===== config.mk =====
export PLATFORM = sky130hd
export DESIGN_NAME = stby_clk_ctrl
export DESIGN_NICKNAME = d
export VERILOG_FILES = /design/src/rtl/stby_pkg.sv /design/src/rtl/stby_req_filter.sv /design/src/rtl/stby_stab_timer.sv /design/src/rtl/stby_fsm.sv /design/src/rtl/stby_clk_out.sv /design/src/rtl/stby_clk_ctrl.sv
export SDC_FILE = /design/constraint.sdc
export NUM_CORES = 1
export LEC_CHECK = 0
export BUFFER_PORTS_ARGS = -buffer_cell sky130_fd_sc_hd__buf_2
export CORE_AREA = 2 2 60 62
export DETAILED_ROUTE_END_ITERATION = 10
export DIE_AREA = 0 0 62 64
export PLACE_DENSITY = 0.91
export SLEW_MARGIN = 5
export SYNTH_ARGS = -nofsm -noshare
export SYNTH_HDL_FRONTEND = slang
export SYNTH_HIERARCHICAL = 1
export SYNTH_SLANG_ARGS = --single-unit

===== constraint.sdc =====
create_clock -name clk_i -period 5.31 [get_ports clk_i]
set_input_delay 1.062 -clock clk_i [delete_from_list [all_inputs] [get_ports clk_i]]
set_output_delay 1.062 -clock clk_i [all_outputs]
set_load 0.02 [all_outputs]

===== src/rtl/stby_pkg.sv =====
package stby_pkg;

   typedef enum logic [1:0] {
      ST_RUN  = 2'd0,
      ST_HALT = 2'd1,
      ST_STOP = 2'd2,
      ST_WAIT = 2'd3
   } stby_state_e;

endpackage


===== src/rtl/stby_req_filter.sv =====
module stby_req_filter #(
   parameter bit HAS_SUB_OSC = 1'b1
) (
   input  logic in_run,
   input  logic halt_req,
   input  logic stop_req,
   input  logic irq_pend,
   input  logic sub_sel,
   output logic go_halt,
   output logic go_stop,
   output logic refuse
);

   logic on_sub;
   logic accept;

   generate
      if (HAS_SUB_OSC) begin : g_sub
         assign on_sub = sub_sel;
      end else begin : g_nosub
         // Without a subsystem oscillator the core is always on the main clock.
         assign on_sub = sub_sel & 1'b0;
      end
   endgenerate

   always_comb begin
      accept  = in_run & ~irq_pend;
      go_halt = accept & halt_req;
      go_stop = accept & ~halt_req & stop_req & ~on_sub;
      refuse  = accept & ~halt_req & stop_req & on_sub;
   end

endmodule


===== src/rtl/stby_stab_timer.sv =====
module stby_stab_timer #(
   parameter int          CNT_W    = 16,
   parameter int unsigned STAB_RST = 8
) (
   input  logic             clk_i,
   input  logic             rst_ni,
   input  logic             load,
   input  logic [CNT_W-1:0] load_val,
   input  logic             start,
   input  logic             count,
   output logic             zero,
   output logic             last
);

   localparam logic [CNT_W-1:0] RST_VAL = STAB_RST[CNT_W-1:0];
   localparam logic [CNT_W-1:0] ONE     = CNT_W'(1);

   logic [CNT_W-1:0] stab_q;
   logic [CNT_W-1:0] cnt_q;

   always_ff @(posedge clk_i or negedge rst_ni) begin
      if (!rst_ni) begin
         stab_q <= RST_VAL;
      end else if (load) begin
         stab_q <= load_val;
      end
   end

   always_ff @(posedge clk_i or negedge rst_ni) begin
      if (!rst_ni) begin
         cnt_q <= '0;
      end else if (start) begin
         cnt_q <= stab_q;
      end else if (count && cnt_q != '0) begin
         cnt_q <= cnt_q - ONE;
      end
   end

   assign zero = (stab_q == '0);
   assign last = (cnt_q == ONE);

endmodule


===== src/rtl/stby_fsm.sv =====
module stby_fsm
   import stby_pkg::*;
(
   input  logic        clk_i,
   input  logic        rst_ni,
   input  logic        go_halt,
   input  logic        go_stop,
   input  logic        refuse,
   input  logic        irq_pend,
   input  logic        ext_sel,
   input  logic        stab_zero,
   input  logic        wait_last,
   output stby_state_e state,
   output logic        start_wait,
   output logic        counting,
   output logic        err_pulse
);

   stby_state_e state_q, state_d;
   logic        err_q;

   always_comb begin
      state_d    = state_q;
      start_wait = 1'b0;
      unique case (state_q)
         ST_RUN: begin
            if (go_halt)      state_d = ST_HALT;
            else if (go_stop) state_d = ST_STOP;
         end
         ST_HALT: begin
            if (irq_pend) state_d = ST_RUN;
         end
         ST_STOP: begin
            if (irq_pend) begin
               if (ext_sel && !stab_zero) begin
                  state_d    = ST_WAIT;
                  start_wait = 1'b1;
               end else begin
                  state_d = ST_RUN;
               end
            end
         end
         ST_WAIT: begin
            if (wait_last) state_d = ST_RUN;
         end
         default: state_d = ST_RUN;
      endcase
   end

   always_ff @(posedge clk_i or negedge rst_ni) begin
      if (!rst_ni) begin
         state_q <= ST_RUN;
         err_q   <= 1'b0;
      end else begin
         state_q <= state_d;
         err_q   <= refuse;
      end
   end

   assign state     = state_q;
   assign counting  = (state_q == ST_WAIT);
   assign err_pulse = err_q;

endmodule


===== src/rtl/stby_clk_out.sv =====
module stby_clk_out
   import stby_pkg::*;
#(
   parameter bit HAS_SUB_OSC = 1'b1
) (
   input  stby_state_e state,
   output logic        cpu_clk_en,
   output logic        hx_osc_en,
   output logic        hi_osc_en,
   output logic        sub_osc_en,
   output logic        ready
);

   always_comb begin
      cpu_clk_en = (state == ST_RUN);
      ready      = (state == ST_RUN);
      hx_osc_en  = (state != ST_STOP);
      hi_osc_en  = (state != ST_STOP);
   end

   generate
      if (HAS_SUB_OSC) begin : g_sub_en
         assign sub_osc_en = 1'b1;
      end else begin : g_sub_off
         assign sub_osc_en = 1'b0;
      end
   endgenerate

endmodule


===== src/rtl/stby_clk_ctrl.sv =====
module stby_clk_ctrl
   import stby_pkg::*;
#(
   parameter int          CNT_W       = 16,
   parameter int unsigned STAB_RST    = 8,
   parameter bit          HAS_SUB_OSC = 1'b1
) (
   input  logic             clk_i,
   input  logic             rst_ni,
   input  logic             halt_req_i,
   input  logic             stop_req_i,
   input  logic             irq_pend_i,
   input  logic             sub_clk_sel_i,
   input  logic             ext_osc_sel_i,
   input  logic             stab_load_i,
   input  logic [CNT_W-1:0] stab_val_i,
   output logic             cpu_clk_en_o,
   output logic             hx_osc_en_o,
   output logic             hi_osc_en_o,
   output logic             sub_osc_en_o,
   output logic             ready_o,
   output logic             stop_err_o
);

   localparam longint unsigned CNT_MAX = (64'd1 << CNT_W) - 64'd1;

   generate
      if (CNT_W < 1 || CNT_W > 32) begin : g_bad_width
         $error("stby_clk_ctrl: CNT_W must be 1..32");
      end
      if (longint'(STAB_RST) > CNT_MAX) begin : g_bad_rst
         $error("stby_clk_ctrl: STAB_RST does not fit in CNT_W bits");
      end
   endgenerate

   stby_state_e run_state;
   logic        in_run;
   logic        go_halt, go_stop, refuse;
   logic        start_wait, counting;
   logic        stab_zero, wait_last;

   assign in_run = (run_state == ST_RUN);

   stby_req_filter #(.HAS_SUB_OSC(HAS_SUB_OSC)) u_filter (
      .in_run   (in_run),
      .halt_req (halt_req_i),
      .stop_req (stop_req_i),
      .irq_pend (irq_pend_i),
      .sub_sel  (sub_clk_sel_i),
      .go_halt  (go_halt),
      .go_stop  (go_stop),
      .refuse   (refuse)
   );

   stby_stab_timer #(.CNT_W(CNT_W), .STAB_RST(STAB_RST)) u_timer (
      .clk_i    (clk_i),
      .rst_ni   (rst_ni),
      .load     (stab_load_i),
      .load_val (stab_val_i),
      .start    (start_wait),
      .count    (counting),
      .zero     (stab_zero),
      .last     (wait_last)
   );

   stby_fsm u_fsm (
      .clk_i      (clk_i),
      .rst_ni     (rst_ni),
      .go_halt    (go_halt),
      .go_stop    (go_stop),
      .refuse     (refuse),
      .irq_pend   (irq_pend_i),
      .ext_sel    (ext_osc_sel_i),
      .stab_zero  (stab_zero),
      .wait_last  (wait_last),
      .state      (run_state),
      .start_wait (start_wait),
      .counting   (counting),
      .err_pulse  (stop_err_o)
   );

   stby_clk_out #(.HAS_SUB_OSC(HAS_SUB_OSC)) u_out (
      .state      (run_state),
      .cpu_clk_en (cpu_clk_en_o),
      .hx_osc_en  (hx_osc_en_o),
      .hi_osc_en  (hi_osc_en_o),
      .sub_osc_en (sub_osc_en_o),
      .ready      (ready_o)
   );

endmodule


After elaboration in Yosys (flattened, before gate mapping):

Index checks and enable logic that the tools add are counted.

* bits in registers: 35
* bits of input ports: 24
* output and inout bits: 6
* logic and storage cells: 43

* add/sub/neg operators: 1
* eq/ne operators: 9
* multiplexer cells: 12
* bitwise gates (word level): 9
* reduce and logical (&&, ||, !) cells: 8

Operators by type and width (count)
* 2-to-1 mux 16 bit: 2
* equality test 16 x 1 -> 1 bit, second input constant: 1
* zero test 16 bit: 1
* nonzero test 16 bit: 1
* subtractor 16 x 1 -> 16 bit, second input constant: 1
* 2-to-1 mux 2 bit: 6
* one-hot mux 2 bit (4 select lines): 1
* AND 1 bit: 6
* inequality test 2 bit, second input constant: 3
* equality test 2 bit, second input constant: 2
* AND reduction 4 bit: 1
* 2-to-1 mux 1 bit: 3
* inequality test 3 bit, second input constant: 1
* NOT 1 bit: 3
* equality test 2 x 1 -> 1 bit, second input constant: 1
* logical AND 1 bit: 2
* zero test 2 bit: 1
* inequality test 2 x 1 -> 1 bit, second input constant: 1
* nonzero test 2 bit: 1
* zero test 1 bit: 1

Depth between registers and ports, before layout:

* depth after elaboration: 8
* gate-level depth with buffers: 8
* mapped depth without buffers: 7

Hierarchy:

Netlist, hierarchy kept.

Modules (own cells, without submodules)
* stby_stab_timer: instances 1, cells each 159, area an instance 1685.4 sq um, seq. area each 802.0 sq um
* stby_fsm: instances 1, cells each 16, area an instance 162.7 sq um, seq. area each 75.1 sq um
* stby_req_filter: instances 1, cells each 4, area an instance 38.8 sq um, seq. area each 0.0 sq um
* stby_clk_out: instances 1, cells each 6, area an instance 36.3 sq um, seq. area each 0.0 sq um
* stby_clk_ctrl: instances 1, cells each 1, area an instance 3.8 sq um, seq. area each 0.0 sq um

Least setup slack after synthesis:

No wires, ideal clock.

* path kind: input -> register
* start point: input port irq_pend_i
* end point: register u_timer.cnt_q[0]
* setup time: 0.135 ns
* arrival: 2.104 ns
* required time: 5.175 ns
* setup slack: 3.071 ns
* cell stages on the path: 5
* path buffers: 2
* cells stage by stage: and4bb_1 -> and2_2 -> clkbuf_1 -> clkbuf_1 -> o21ai_0

* longest elaborated chain between the ends: 3
* elaborated cells between the ends (all ways): 4
* classes of those cells: mux (3); reduce/logical (1)

Ends and longest elaborated chain
* start: declaration: line stby_clk_ctrl.sv:12 `input logic irq_pend_i,`
* 2-to-1 mux 1 bit *: line stby_fsm.sv:34 `if (irq_pend) begin`
* 2-to-1 mux 1 bit *: line stby_fsm.sv:25 `unique case (state_q)`
* net start_wait: line stby_clk_ctrl.sv:39 `logic start_wait, counting;`
* 2-to-1 mux 16 bit or nonzero test 2 bit (tied branches)
* end signal: assignment: line stby_stab_timer.sv:33 `cnt_q <= stab_q;`
* end signal: assignment: line stby_stab_timer.sv:35 `cnt_q <= cnt_q - ONE;`
* end: declaration: line stby_stab_timer.sv:19 `logic [CNT_W-1:0] cnt_q;`

Mark *: on every way through the listed nets, which the timed path passes. The rest lies on a longest branch.
A chain may end at the register's enable or synchronous reset.

Worst setup path after layout:

* start point: register u_timer.stab_q[10]
* end point: register u_timer.cnt_q[10]

* longest elaborated chain between the ends: 7
* elaborated cells between the ends (all ways): 8
* classes of those cells: mux (4); reduce/logical (4)

Ends and longest elaborated chain
* start: declaration: line stby_stab_timer.sv:18 `logic [CNT_W-1:0] stab_q;`
* start signal: assignment: line stby_stab_timer.sv:25 `stab_q <= load_val;`
* zero test 16 bit *: line stby_stab_timer.sv:39 `assign zero = (stab_q == '0);`
* net stab_zero: line stby_clk_ctrl.sv:40 `logic stab_zero, wait_last;`
* zero test 1 bit *: line stby_fsm.sv:35 `if (ext_sel && !stab_zero) begin`
* logical AND 1 bit *: line stby_fsm.sv:35
* 2-to-1 mux 1 bit *: line stby_fsm.sv:35
* 2-to-1 mux 1 bit *: line stby_fsm.sv:34
* 2-to-1 mux 1 bit *: line stby_fsm.sv:25
* net start_wait: line stby_clk_ctrl.sv:39
* 2-to-1 mux 16 bit or nonzero test 2 bit (tied branches)

Marks and branches as above.

==> key figures <==
Logic synthesis
  – Ys Warns: 6
  – XOR/XNOR Fraction of Synth Area: less than 1%
  – Ranking of synthesized cells by area: dfrtp_1, mux2_2, nor4_1, nor2_1, nand2_1
  – Post-Syn Nets: approximately 210
  – Commonest cells post-synth: dfrtp_1, mux2_2, nor2_1
  – Dominant synthesized flop cell: dfrtp_1
  – Post-synth EDFFs: 0
  – Mean post-synth cell area: about 10 um2
  – Synth async-reset ratio: 100%
  – Area share of the largest cell type after synthesis: roughly 44%
  – Netlist cell types: 55
  – Synth Area in Simple Gates: 25.3%
  – Compound-cell area share of the yosys netlist: 12.7%
  – Most frequent cell after synthesis: dfrtp_1
  – Yosys reg bits: 35
  – Seq/Total Area, Yosys: roughly 46%
  – Multiplexer share of the synthesized area: between 10% and 20%
  – Post-Synth Adder-Cell Area: 1.30%
  – Top cell type by total area after synthesis: dfrtp_1
  – Post-Syn Instances: 186
  – Mapped Area: 1930 um2
  – Main combinational cell family by area after synthesis: simple AND/OR/NAND/NOR gates

Floorplan
  – Die H: 64 um
  – Initial Utilization: 58.7%
  – Ports: 30
  – Die Wd: 62 um
  – Core area: 3280 um2
  – Die area: 3970 um2
  – Row count: 21

Timing
  – Final Setup Violations: 0
  – Final Hold Viols: 0
  – Slew margin rel.: 40.7%
  – RSZ-0062 raised after global routing: false
  – Final period util: between 40% and 50%
  – Final setup TNS: 0 ps
  – Least-Margin Pin Slew: 881 ps
  – Fin crit period: 2520 ps
  – Max Fclk: 396 MHz
  – Max-slew violation count: 0
  – Worst Skew: 8.71 ps

Pwr
  – Pleak: 0.000839 uW
  – Max VDD drop: 0.229 mV
  – Power Density: 413 nW/um2

Drt
  – Routed wire length: 4120 um
  – Antenna viol nets, final: 0
  – DRT iter0 DRCs: 88
  – Via density: 6.08
  – WL per Instance: between 15 and 20 um
  – Routed vias: around 1,600
  – Post-route DRC violation count: 0
  – DRT Pass-1 Iters: 4

Outcome
  – Outcome: completed

Clock network
  – Cts bufs inserted: 5
  – TritonCTS clock tree: yes
  – CTS sink cnt: 35
  – Clk_lat worst skew: 350 ps
  – Hold_buf cts: 0
  – Post-CTS Resized: 0
  – Setup repair bufs after CTS: 0
  – Root Driver: clkbuf_4
  – Max clock buf depth: 2
  – H-tree depth: 2
  – Clock slew seen by the registers of the worst setup and hold paths: 110 ps

Setup path
  – CP endpoint kind: flip-flop
  – Worst path arrival time: 2770 ps
  – Slowest CP cell: dfrtp_1
  – Crit Path Category: flip-flop to flip-flop
  – Setup crit start kind: flip-flop
  – Critical Path RT: 5560 ps
  – CP delay by family, top: simple AND/OR/NAND/NOR gates
  – Cells along the critical path: nor4_1 > and4_1 > and4bb_1 > and2_2 > inv_1 > o311ai_0 > o21a_1
  – CP max FO: 26
  – CP max stage delay: 430 ps
  – Crit path buffers/inverters: 1

GRT
  – Largest net degree at the start of global routing: 36
  – Initial antenna violation count: 0
  – Vias in the first global route: 1,519
  – First-pass GRT wire length: 6870 um
  – Total gr overflow: 0
  – Tot GR Track Use: 23.6%

Finish
  – Number of inserted diodes: 0
  – Area grow syn2layout: 10.9%
  – Final Net Count: roughly 240
  – Layout cells sized above 1: 28.5%
  – Cell Count, Final, Fillers Out: 260

Placed design
  – Routability cong.: 0.880
  – Number of port buffers: 28
  – Cell count after placement: 252
  – Hpwl dp: 3030 um

Hold path
  – Worst Hold Class: flip-flop to flip-flop

Run
  – Maxcap violations: 0
[worst min-delay path: stages (launching register included)]
cell	delay, ps
dfrtp_1	380
nand2_1	60
o21ai_0	60
[flip-flops by register name (all words and copies together) (netlist names)]
register         count
u_fsm/err_pulse      1
u_fsm/state          2
u_timer/cnt_q       16
u_timer/stab_q      16
[logic make-up after synthesis]
kind of cell,count (synthesis)
buffers and inverters,13
adder cells (fa/ha/maj),2
AND/OR/NAND/NOR,79
XOR/XNOR,1
multiplexers,20
AO/OA/AOI/OAI,35
other,1
flip-flops,35
[final timing paths]
kind / startpoint / endpoint / slack, ps / cells after the start
max: u_timer/stab_q[10]$_DFFE_PN0P_ / u_timer/cnt_q[10]$_DFFE_PN0P_ / 2790 / 7
min: u_timer/stab_q[8]$_DFFE_PN0P_ / u_timer/cnt_q[8]$_DFFE_PN0P_ / 530 / 2
max reg2reg: u_timer/stab_q[10]$_DFFE_PN0P_ / u_timer/cnt_q[10]$_DFFE_PN0P_ / 2790 / 7
min reg2reg: u_timer/stab_q[8]$_DFFE_PN0P_ / u_timer/cnt_q[8]$_DFFE_PN0P_ / 530 / 2
max in group asynchronous: rst_ni / u_timer/stab_q[1]$_DFFE_PN0P_ / 4060 / 1
min in group asynchronous: rst_ni / u_timer/cnt_q[9]$_DFFE_PN0P_ / 770 / 1
[per-layer routing]
layer  GRT usage, %  vias up  part of all wire (%)
met3           5.47        7                   7.2
met1           31.1      746                    41
met4           9.31        0                   1.8
met5              0        -                     0
li1               -      760                     -
met2           36.7       68                    50
[report_power, final]
part	leakage, uW	switching [uW]	internal, uW
Combinational	0.000402	142	138
Sequential	0.000408	117	347
Clock	0.0000293	87.7	51.6
Total	0.000839	347	536
[metrics by stage]
step	worst slack, ps	hold WS, ps	area [um2]	total power [uW]	utilization, %
2_1_floorplan	3070	469	1930	657	-
3_3_place_gp	2800	499	2090	722	63.5
3_5_place_dp	2700	513	2090	742	63.5
4_1_cts	2830	533	2140	881	65.1
5_1_grt	2650	562	2140	946	65.1
6_report	2790	529	2140	883	65.1
[final cells by class]
class	count	area [um2]
Clock inverter	1	5.00
Inverter	4	15.0
Fill cell	260	1150
Sequential cell	35	877
Tap cell	46	57.6
Timing Repair Buffer	29	148
Multi-Input combinational cell	138	990
Clock buffer	7	45.0
[placed cells by master, fill, tap and decap left out, types with 3 or more instances in the layout]
cell and instances:
mux2_2 17, or4_1 5, mux2i_1 3, or3_1 3, dfrtp_1 34, inv_1 4, nand2_1 11, o21ai_0 5
and2_2 3, and2_1 3, buf_2 28, nor2b_1 4, nand2b_1 4, nand3_1 3, nor2_1 13, o41ai_1 4
a21oi_1 6, clkbuf_4 5, nor4_1 9, a31oi_1 3, a2bb2oi_1 3, o21ai_1 3
(Power assumes the default switching activity.)
